`config.mk`:
```
export PLATFORM = sky130hd
export DESIGN_NAME = shiftadd_fir
export DESIGN_NICKNAME = d
export VERILOG_FILES = /design/src/rtl/fir_pkg.sv /design/src/rtl/fir_tap_line.sv /design/src/rtl/fir_coef_bank.sv /design/src/rtl/fir_bitplane.sv /design/src/rtl/fir_shift_combine.sv /design/src/rtl/shiftadd_fir.sv
export SDC_FILE = /design/constraint.sdc
export NUM_CORES = 2
export LEC_CHECK = 0
export BUFFER_PORTS_ARGS = -buffer_cell sky130_fd_sc_hd__buf_2
export CAP_MARGIN = 25
export CORE_MARGIN = 8
export CORE_UTILIZATION = 45
export DETAILED_ROUTE_END_ITERATION = 16
export GPL_TIMING_DRIVEN = 0
export PLACE_DENSITY_LB_ADDON = 0.1
export SLEW_MARGIN = 15
export SYNTH_ARGS = -nofsm -noshare
export SYNTH_HDL_FRONTEND = slang
export SYNTH_SLANG_ARGS = --single-unit
```
`constraint.sdc`:
```
create_clock -name clk -period 6.8 [get_ports clk]
set_input_delay 1.02 -clock clk [delete_from_list [all_inputs] [get_ports clk]]
set_output_delay 1.02 -clock clk [all_outputs]
set_load 0.1 [all_outputs]
```
`src/rtl/fir_pkg.sv`:
```
package fir_pkg;

  localparam int FIR_TAPS_DEF = 7;
  localparam int FIR_DW_DEF   = 8;
  localparam int FIR_CW_DEF   = 8;

  // occupancy flags of the three pipeline registers
  typedef struct packed {
    logic line_v;   // delay line holds a fresh sample
    logic plane_v;  // bit-plane sums hold a fresh set
    logic out_v;    // output register holds a result
  } fir_vld_t;

endpackage

```
`src/rtl/fir_tap_line.sv`:
```
module fir_tap_line #(
  parameter int TAPS = 7,
  parameter int DW   = 8
) (
  input  logic               clk,
  input  logic               rst_n,
  input  logic               shift_en,
  input  logic [DW-1:0]      din,
  output logic [TAPS*DW-1:0] taps_o
);

  logic [DW-1:0] stage_q [TAPS];

  always_ff @(posedge clk) begin
    if (!rst_n) begin
      for (int k = 0; k < TAPS; k++) stage_q[k] <= '0;
    end else if (shift_en) begin
      stage_q[0] <= din;
      for (int k = 1; k < TAPS; k++) stage_q[k] <= stage_q[k-1];
    end
  end

  for (genvar k = 0; k < TAPS; k++) begin : g_out
    assign taps_o[k*DW +: DW] = stage_q[k];
  end

endmodule

```
`src/rtl/fir_coef_bank.sv`:
```
module fir_coef_bank #(
  parameter int TAPS = 7,
  parameter int CW   = 8
) (
  input  logic               clk,
  input  logic               rst_n,
  input  logic               load,
  input  logic [TAPS*CW-1:0] words_i,
  output logic [TAPS*CW-1:0] active_o
);

  logic [TAPS*CW-1:0] shadow_q;
  logic [TAPS*CW-1:0] active_q;

  // shadow captures a full set; active copies it whole one edge later
  always_ff @(posedge clk) begin
    if (!rst_n) begin
      shadow_q <= '0;
      active_q <= '0;
    end else begin
      if (load) shadow_q <= words_i;
      active_q <= shadow_q;
    end
  end

  assign active_o = active_q;

endmodule

```
`src/rtl/fir_bitplane.sv`:
```
module fir_bitplane #(
  parameter int TAPS = 7,
  parameter int DW   = 8,
  parameter int PW   = 11
) (
  input  logic               clk,
  input  logic               rst_n,
  input  logic               en,
  input  logic [TAPS*DW-1:0] taps_i,
  input  logic [TAPS-1:0]    sel_i,
  output logic [PW-1:0]      psum_o
);

  logic signed [PW-1:0] term [TAPS];
  logic signed [PW-1:0] sum_c;
  logic signed [PW-1:0] psum_q;

  for (genvar k = 0; k < TAPS; k++) begin : g_mux
    assign term[k] = sel_i[k]
                   ? {{(PW-DW){taps_i[k*DW+DW-1]}}, taps_i[k*DW +: DW]}
                   : '0;
  end

  always_comb begin
    sum_c = '0;
    for (int k = 0; k < TAPS; k++) sum_c = sum_c + term[k];
  end

  always_ff @(posedge clk) begin
    if (!rst_n)  psum_q <= '0;
    else if (en) psum_q <= sum_c;
  end

  assign psum_o = psum_q;

endmodule

```
`src/rtl/fir_shift_combine.sv`:
```
module fir_shift_combine #(
  parameter int CW = 8,
  parameter int PW = 11,
  parameter int OW = 19
) (
  input  logic             clk,
  input  logic             rst_n,
  input  logic             en,
  input  logic [CW*PW-1:0] psum_i,
  output logic [OW-1:0]    y_o
);

  logic signed [OW-1:0] scaled [CW];
  logic signed [OW-1:0] acc_c;
  logic signed [OW-1:0] y_q;

  for (genvar j = 0; j < CW; j++) begin : g_scale
    logic signed [OW-1:0] ext;
    assign ext       = {{(OW-PW){psum_i[j*PW+PW-1]}}, psum_i[j*PW +: PW]};
    assign scaled[j] = ext <<< j;
  end

  // top plane is the sign bit of every coefficient: weight -2^(CW-1)
  always_comb begin
    acc_c = '0;
    for (int j = 0; j < CW - 1; j++) acc_c = acc_c + scaled[j];
    acc_c = acc_c - scaled[CW-1];
  end

  always_ff @(posedge clk) begin
    if (!rst_n)  y_q <= '0;
    else if (en) y_q <= acc_c;
  end

  assign y_o = y_q;

endmodule

```
`src/rtl/shiftadd_fir.sv`:
```
module shiftadd_fir
  import fir_pkg::*;
#(
  parameter int TAPS = FIR_TAPS_DEF,
  parameter int DW   = FIR_DW_DEF,
  parameter int CW   = FIR_CW_DEF
) (
  input  logic                 clk,
  input  logic                 rst_n,
  input  logic                 s_valid,
  output logic                 s_ready,
  input  logic [DW-1:0]        s_data,
  input  logic                 coef_load,
  input  logic [TAPS*CW-1:0]   coef_words,
  output logic                 m_valid,
  input  logic                 m_ready,
  output logic [DW+CW+$clog2(TAPS)-1:0] m_data
);

  localparam int GROW = $clog2(TAPS);
  localparam int PW   = DW + GROW;
  localparam int OW   = DW + CW + GROW;

  fir_vld_t           vld_q;
  logic               advance;
  logic               accept;
  logic [TAPS*DW-1:0] tap_bus;
  logic [TAPS*CW-1:0] coef_active;
  logic [CW*PW-1:0]   psum_bus;

  // whole pipeline moves together when the output slot frees up
  assign advance = !vld_q.out_v || m_ready;
  assign accept  = s_valid && advance;
  assign s_ready = advance;

  always_ff @(posedge clk) begin
    if (!rst_n) begin
      vld_q <= '0;
    end else if (advance) begin
      vld_q.line_v  <= accept;
      vld_q.plane_v <= vld_q.line_v;
      vld_q.out_v   <= vld_q.plane_v;
    end
  end

  fir_tap_line #(.TAPS(TAPS), .DW(DW)) u_line (
    .clk      (clk),
    .rst_n    (rst_n),
    .shift_en (accept),
    .din      (s_data),
    .taps_o   (tap_bus)
  );

  fir_coef_bank #(.TAPS(TAPS), .CW(CW)) u_coef (
    .clk      (clk),
    .rst_n    (rst_n),
    .load     (coef_load),
    .words_i  (coef_words),
    .active_o (coef_active)
  );

  for (genvar j = 0; j < CW; j++) begin : g_plane
    logic [TAPS-1:0] sel;
    for (genvar k = 0; k < TAPS; k++) begin : g_sel
      assign sel[k] = coef_active[k*CW + j];
    end
    fir_bitplane #(.TAPS(TAPS), .DW(DW), .PW(PW)) u_bp (
      .clk    (clk),
      .rst_n  (rst_n),
      .en     (advance),
      .taps_i (tap_bus),
      .sel_i  (sel),
      .psum_o (psum_bus[j*PW +: PW])
    );
  end

  fir_shift_combine #(.CW(CW), .PW(PW), .OW(OW)) u_comb (
    .clk    (clk),
    .rst_n  (rst_n),
    .en     (advance),
    .psum_i (psum_bus),
    .y_o    (m_data)
  );

  assign m_valid = vld_q.out_v;

endmodule

```
### Yosys cells after proc, flatten, opt, wreduce, memory -nomap -nowiden

Memory sizes are Yosys's and may differ from the RTL's.
Cells that the tools add are included.

| word-level totals | value |
|---|---|
| register bits after elaboration | 222 |
| bits in writable memories | 56 |
| word-level logic and storage cells | 147 |
| memories | 1 |

| cells by class | value |
|---|---|
| add/sub/neg operators | 55 |
| mux-type cells | 67 |
| bitwise gates (word level) | 7 |
| reduce and logical (&&, ||, !) cells | 3 |

Memories:

| name | words | bits a word | rd ports | clocked after memory_dff | write ports | line | RTL |
|---|---|---|---|---|---|---|---|
| u_line.stage_q | 7 | 8 | 7 | 0 | 7 | fir_tap_line.sv:12 | `logic [DW-1:0] stage_q [TAPS];` |

Operators by type and width:

| cell | count |
|---|---|
| $mux W11 | 56 |
| $add A11 B11 Y11 | 48 |
| $mux W8 | 7 |
| $add A19 B14 Y19 | 1 |
| $add A19 B15 Y19 | 1 |
| $add A19 B16 Y19 | 1 |
| $add A19 B17 Y19 | 1 |
| $sub A19 B18 Y19 | 1 |
| $add A13 B13 Y14 | 1 |
| $add A11 B12 Y13 | 1 |
| $or A1 B1 Y1 | 7 |
| $mux W1 | 4 |
| $logic_and A1 B1 Y1 | 1 |
| $logic_not A1 Y1 | 1 |
| $logic_or A1 B1 Y1 | 1 |

### Longest topological paths before layout

An unclocked memory read counts as a cell.

| depth | value |
|---|---|
| depth after elaboration | 8 |
| mapped depth | 19 |
| gate-level depth less buffers | 18 |

### Hierarchy

Synthesis repeated with hierarchy kept, for this count alone.

| second synthesis, totals | value |
|---|---|
| cell total of the unflattened synthesis | 2702 |
| area total of the unflattened synthesis | 26756.9 um2 |

Modules (own cells, without submodules):

| module | times used | cells an instance | area each (um2) | sequential area each (um2) |
|---|---|---|---|---|
| fir_bitplane at g_plane[0].u_bp ... | 4 | 233 | 2162.1 | 220.2 |
| fir_bitplane at g_plane[4].u_bp ... | 3 | 232 | 2170.8 | 220.2 |
| fir_coef_bank | 1 | 298 | 3654.8 | 2242.2 |
| fir_shift_combine | 1 | 408 | 3530.9 | 380.4 |
| fir_bitplane at g_plane[7].u_bp | 1 | 232 | 2165.8 | 220.2 |
| fir_tap_line | 1 | 124 | 2122.0 | 1681.6 |
| shiftadd_fir | 1 | 12 | 122.6 | 60.1 |

### Least setup slack after synthesis

Ideal clock, no wire load.

| timing path | value |
|---|---|
| path type | register to register |
| start point | register g_plane[0].u_bp.psum_q[2] |
| end point | register u_comb.y_q[15], in the netlist u_comb.y_o[15] |
| setup time | 0.065 ns |
| arrival time | 5.607 ns |
| data required time | 6.735 ns |
| slack | 1.128 ns |
| stages on the path, launching flop included | 19 |
| period minus slack after synthesis | 5.672 ns |
| cell sequence | dfxtp_1 fa_1 ha_1 fa_1 a21o_1 a211o_1 a2111o_1 a2111oi_2 a311oi_2 fa_1 fa_1 fa_1 inv_1 ha_1 and4_1 nand3_1 o211a_1 or3_1 nand3_1 |

| on the way | value |
|---|---|
| cells in the longest elaborated chain, start to end | 7 |

RTL lines:

| item | line | RTL |
|---|---|---|
| start: declaration | fir_bitplane.sv:16 | `logic signed [PW-1:0] psum_q;` |
| start signal: assignment | fir_bitplane.sv:31 | `else if (en) psum_q <= sum_c;` |
| $add A11 B12 Y13 | fir_shift_combine.sv:26 | `for (int j = 0; j < CW - 1; j++) acc_c = acc_c + scaled[j];` |
| $add A13 B13 Y14 | fir_shift_combine.sv:26 |  |
| $add A19 B14 Y19 | fir_shift_combine.sv:26 |  |
| $add A19 B15 Y19 | fir_shift_combine.sv:26 |  |
| $add A19 B16 Y19 | fir_shift_combine.sv:26 |  |
| $add A19 B17 Y19 | fir_shift_combine.sv:26 |  |
| $sub A19 B18 Y19 | fir_shift_combine.sv:27 | `acc_c = acc_c - scaled[CW-1];` |
| end signal: assignment | fir_shift_combine.sv:31 | `if (!rst_n) y_q <= '0;` |
| end signal: assignment | fir_shift_combine.sv:32 | `else if (en) y_q <= acc_c;` |
| end: declaration | fir_shift_combine.sv:15 | `logic signed [OW-1:0] y_q;` |

No other way between the ends.
A chain may end at the register's enable or synchronous reset.

### Worst setup path after layout

| timing path | value |
|---|---|
| start point | register g_plane[0].u_bp.psum_q[2] |
| end point | register u_comb.y_q[16], in the netlist u_comb.y_o[16] |

Same word-level chain as after synthesis.

==> results_dict.tcl <==
set metrics [dict create \
    grt_max_degree 57 \
    crit_slowest_cell "fa_1" \
    synth_common_cells "423 x nand2_1, 396 x fa_1, 345 x inv_1" \
    fmax_ghz 0.158 \
    vias 19100 \
    insertion_delay_ns 0.55 \
    clk_path_buf_depth 3 \
    max-cap-violations 0 \
    dp_cells 3494 \
    arrival_ns 6.75 \
    wl_mm 85.4 \
    async_flop_share 0 \
    ys_seq_elements 278 \
    hold_path_class "register to register" \
    drt-initial-drc-count 1446 \
    clock-root-buffer "clkbuf_16" \
    core_region_area_um2 56000 \
    path_class "register to register" \
    wl_per_cell_um 24.0 \
    initial_utilization 0.452 \
    grt_overflow 0 \
    crit_fanout 8 \
    setup_tns_ns 0 \
    synth_nets 3246 \
    viasPerCell 5.36 \
    drive_above_1_share 0.0657 \
    die_area_um2 64000 \
    port_buffers 86 \
    seqPwrFrac 0.302 \
    synth_top_area_cell "fa_1" \
    cts.sinks 278 \
    place_area_um2 26700 \
    p_int_w 0.00394 \
    cts_buffers 35 \
    min_from "g_plane[3].u_bp.psum_o[5]$_SDFFE_PN0N_" \
    io_pins 90 \
    critPathMostFrequentCell "fa_1" \
    cts_max_level 2 \
    finalWorstSetupSlack_ns 0.482 \
    synth_cell_types 69 \
    place_congestion 0.925 \
    rsz0062_at_grt "no" \
    r2r-end "u_comb.y_o[16]$_SDFFE_PN0N_" \
    swShare 0.392 \
    status "finished clean" \
    combPwrFrac 0.398 \
    core.rowCount 87 \
    cts_setup_buffers 0 \
    cp_num_buf_inv 1 \
    synthCells 2650 \
    slew_viol_final 0 \
    rr_worst_depth 18 \
    skew_ns 0.0184 \
    utilization 0.499 \
    grt_pass1_vias 19600 \
    relSlewSlack 0.282 \
    r2r_slack_ns 0.48 \
    yosys_warnings 0 \
    worstMarginPinSlew_ns 1.08 \
    grt_usage 0.268 \
    synth_area_leaders "fa_1 31%, dfxtp_1 18%, edfxtp_1 6.7%" \
    setup_violations 0 \
    die_x_um 253 \
    finalHoldViolCount 0 \
    finalCritPeriodShare 0.929 \
    r2r-start "g_plane[0].u_bp.psum_o[2]$_SDFFE_PN0N_" \
    drtPass1Iterations 8 \
    drcViolationCount 0 \
    antenna_found_initial 1 \
    power_leakage_nw 13.0 \
    switchingPower_w 0.00254 \
    fin_crit_ns 6.32 \
    post_cts_resized 0 \
    synth_most_common_cell "nand2_1" \
    fp.dieH_um 253 \
    cp_top_family "adder cells" \
    cp.required_ns 7.23 \
    min_to "g_plane[3].u_bp.psum_o[5]$_SDFFE_PN0N_" \
    crit_path_end_kind "register" \
    syn_area_um2 25300 \
    place_hpwl_mm 68.9 \
    holdPathStages 2 \
    yosys_most_used_dff "dfxtp_1" \
    power_density_nw_per_um2 232 \
    nets 3372 \
    areaGrowthSynthToFinish_pct 10.4 \
    start_kind "register" \
    synth_top_area_frac 0.314 \
    drtAntennaViolNets 0 \
    final_cell_area_um2 27900 \
    syn_area_per_cell_um2 9.54 \
    path_clk_slew_ns 0.06 \
    ir_drop_mv 0.235 \
    yosysSeqAreaShare 0.242 \
    grt_pass1_wl_mm 126 \
    cp-startpoint "g_plane[0].u_bp.psum_o[2]$_SDFFE_PN0N_" \
    cts_tree "done" \
    post-place-ws_ns 0.496 \
    max_stage_delay_ns 0.51 \
    path_cells "fa_1 -> ha_1 -> fa_1 -> a21o_1 -> a211o_1 -> a2111o_1 -> and2_4 -> a311oi_2 -> fa_1 -> fa_1 -> fa_1 -> inv_1 -> ha_1 -> and4_1 -> a211oi_1 -> o211ai_1 -> nand4_1 -> nand3_1" \
    final_cells 3560 \
    synth-edff-count 56 \
    pwr-share-clk 0.301 \
    hold_buffers 0 \
]
-- tightest hold or removal path: stages (launching register included) --
cell     delay (ns)
dfxtp_1        0.31
nand2_1        0.05
a21oi_1        0.05
-- worst max-delay path by stage --
stage,end,slack [ns],depth (start not counted)
floorplan,u_comb.y_o[15]$_SDFFE_PN0N_,1.13,18
global placement,u_comb.y_o[16]$_SDFFE_PN0N_,0.58,18
detailed placement,u_comb.y_o[16]$_SDFFE_PN0N_,0.50,18
CTS,u_comb.y_o[16]$_SDFFE_PN0N_,0.49,18
global route,u_comb.y_o[14]$_SDFFE_PN0N_,0.27,18
finish,u_comb.y_o[16]$_SDFFE_PN0N_,0.48,18
-- registers in the layout, indices dropped and copies added, names as in the netlist --
signal,count
u_line.stage_q,56
m_valid,1
g_plane.u_bp.psum_o,88
u_comb.y_o,19
vld_q,2
u_coef.active_o,56
u_coef.shadow_q,56
-- through the flow --
step	hold slack [ns]	power (W)
3_5_place_dp	0.441	0.00454
4_1_cts	0.449	0.00651
2_1_floorplan	0.429	0.00386
5_1_grt	0.461	0.00686
6_report	0.451	0.00648
3_3_place_gp	0.437	0.00450
-- power by group through the flow --
stage | registers (W) | clock network (W) | logic, W
2_1_floorplan | 0.00221 | 0 | 0.00165
3_3_place_gp | 0.00199 | 0 | 0.00251
3_5_place_dp | 0.00199 | 0 | 0.00255
4_1_cts | 0.00195 | 0.00198 | 0.00257
5_1_grt | 0.00197 | 0.00205 | 0.00284
6_report | 0.00196 | 0.00195 | 0.00258
-- placed cells by master, fill, tap and decap left out, types with 7 or more instances in the layout --
master       n
nand2_1    422
fa_1       396
inv_1      345
dfxtp_1    222
and2_1     206
ha_1       131
a21oi_1    113
clkbuf_1   110
buf_2       96
nor2_1      89
mux2i_1     57
nand3_1     57
edfxtp_1    56
xnor2_1     52
and3_1      52
o21ai_0     50
clkbuf_16   40
a21o_1      34
xor2_1      33
or3_1       24
a211oi_1    19
o211ai_1    16
nor3_1      14
o21ai_1     13
o2111ai_1   12
buf_1       11
clkbuf_8     8
a2111oi_0    8
a211o_1      7
-- layer usage --
layer  track usage  wire, um  up-vias
met5             0         0        -
met4        0.0912      2840        0
li1              -         -     8728
met2         0.431     39000      620
met1         0.363     37500     9618
met3        0.0469      6090      128
-- logic make-up (layout without fill, tap and decap cells) --
family / Yosys count / in the layout / synth area share
compound gates: 316 / 316 / 0.0804
fa+ha+maj: 527 / 527 / 0.379
mux: 57 / 57 / 0.0226
buf+inv: 477 / 629 / 0.0718
flops: 278 / 278 / 0.242
xor+xnor: 86 / 86 / 0.0303
simple gates: 909 / 909 / 0.174
other cells: 0 / 2 / 0
-- layout make-up --
class,instances,area [um2]
Fill cell,5333,28000
Multi-Input combinational cell,1895,17300
Sequential cell,278,6130
Inverter,347,1310
Clock buffer,51,1110
Tap cell,756,946
Buffer,130,513
Timing Repair Buffer,89,464
Clock inverter,12,98.8
Antenna cell,2,5.00
Power figures use the tool's default switching activity.
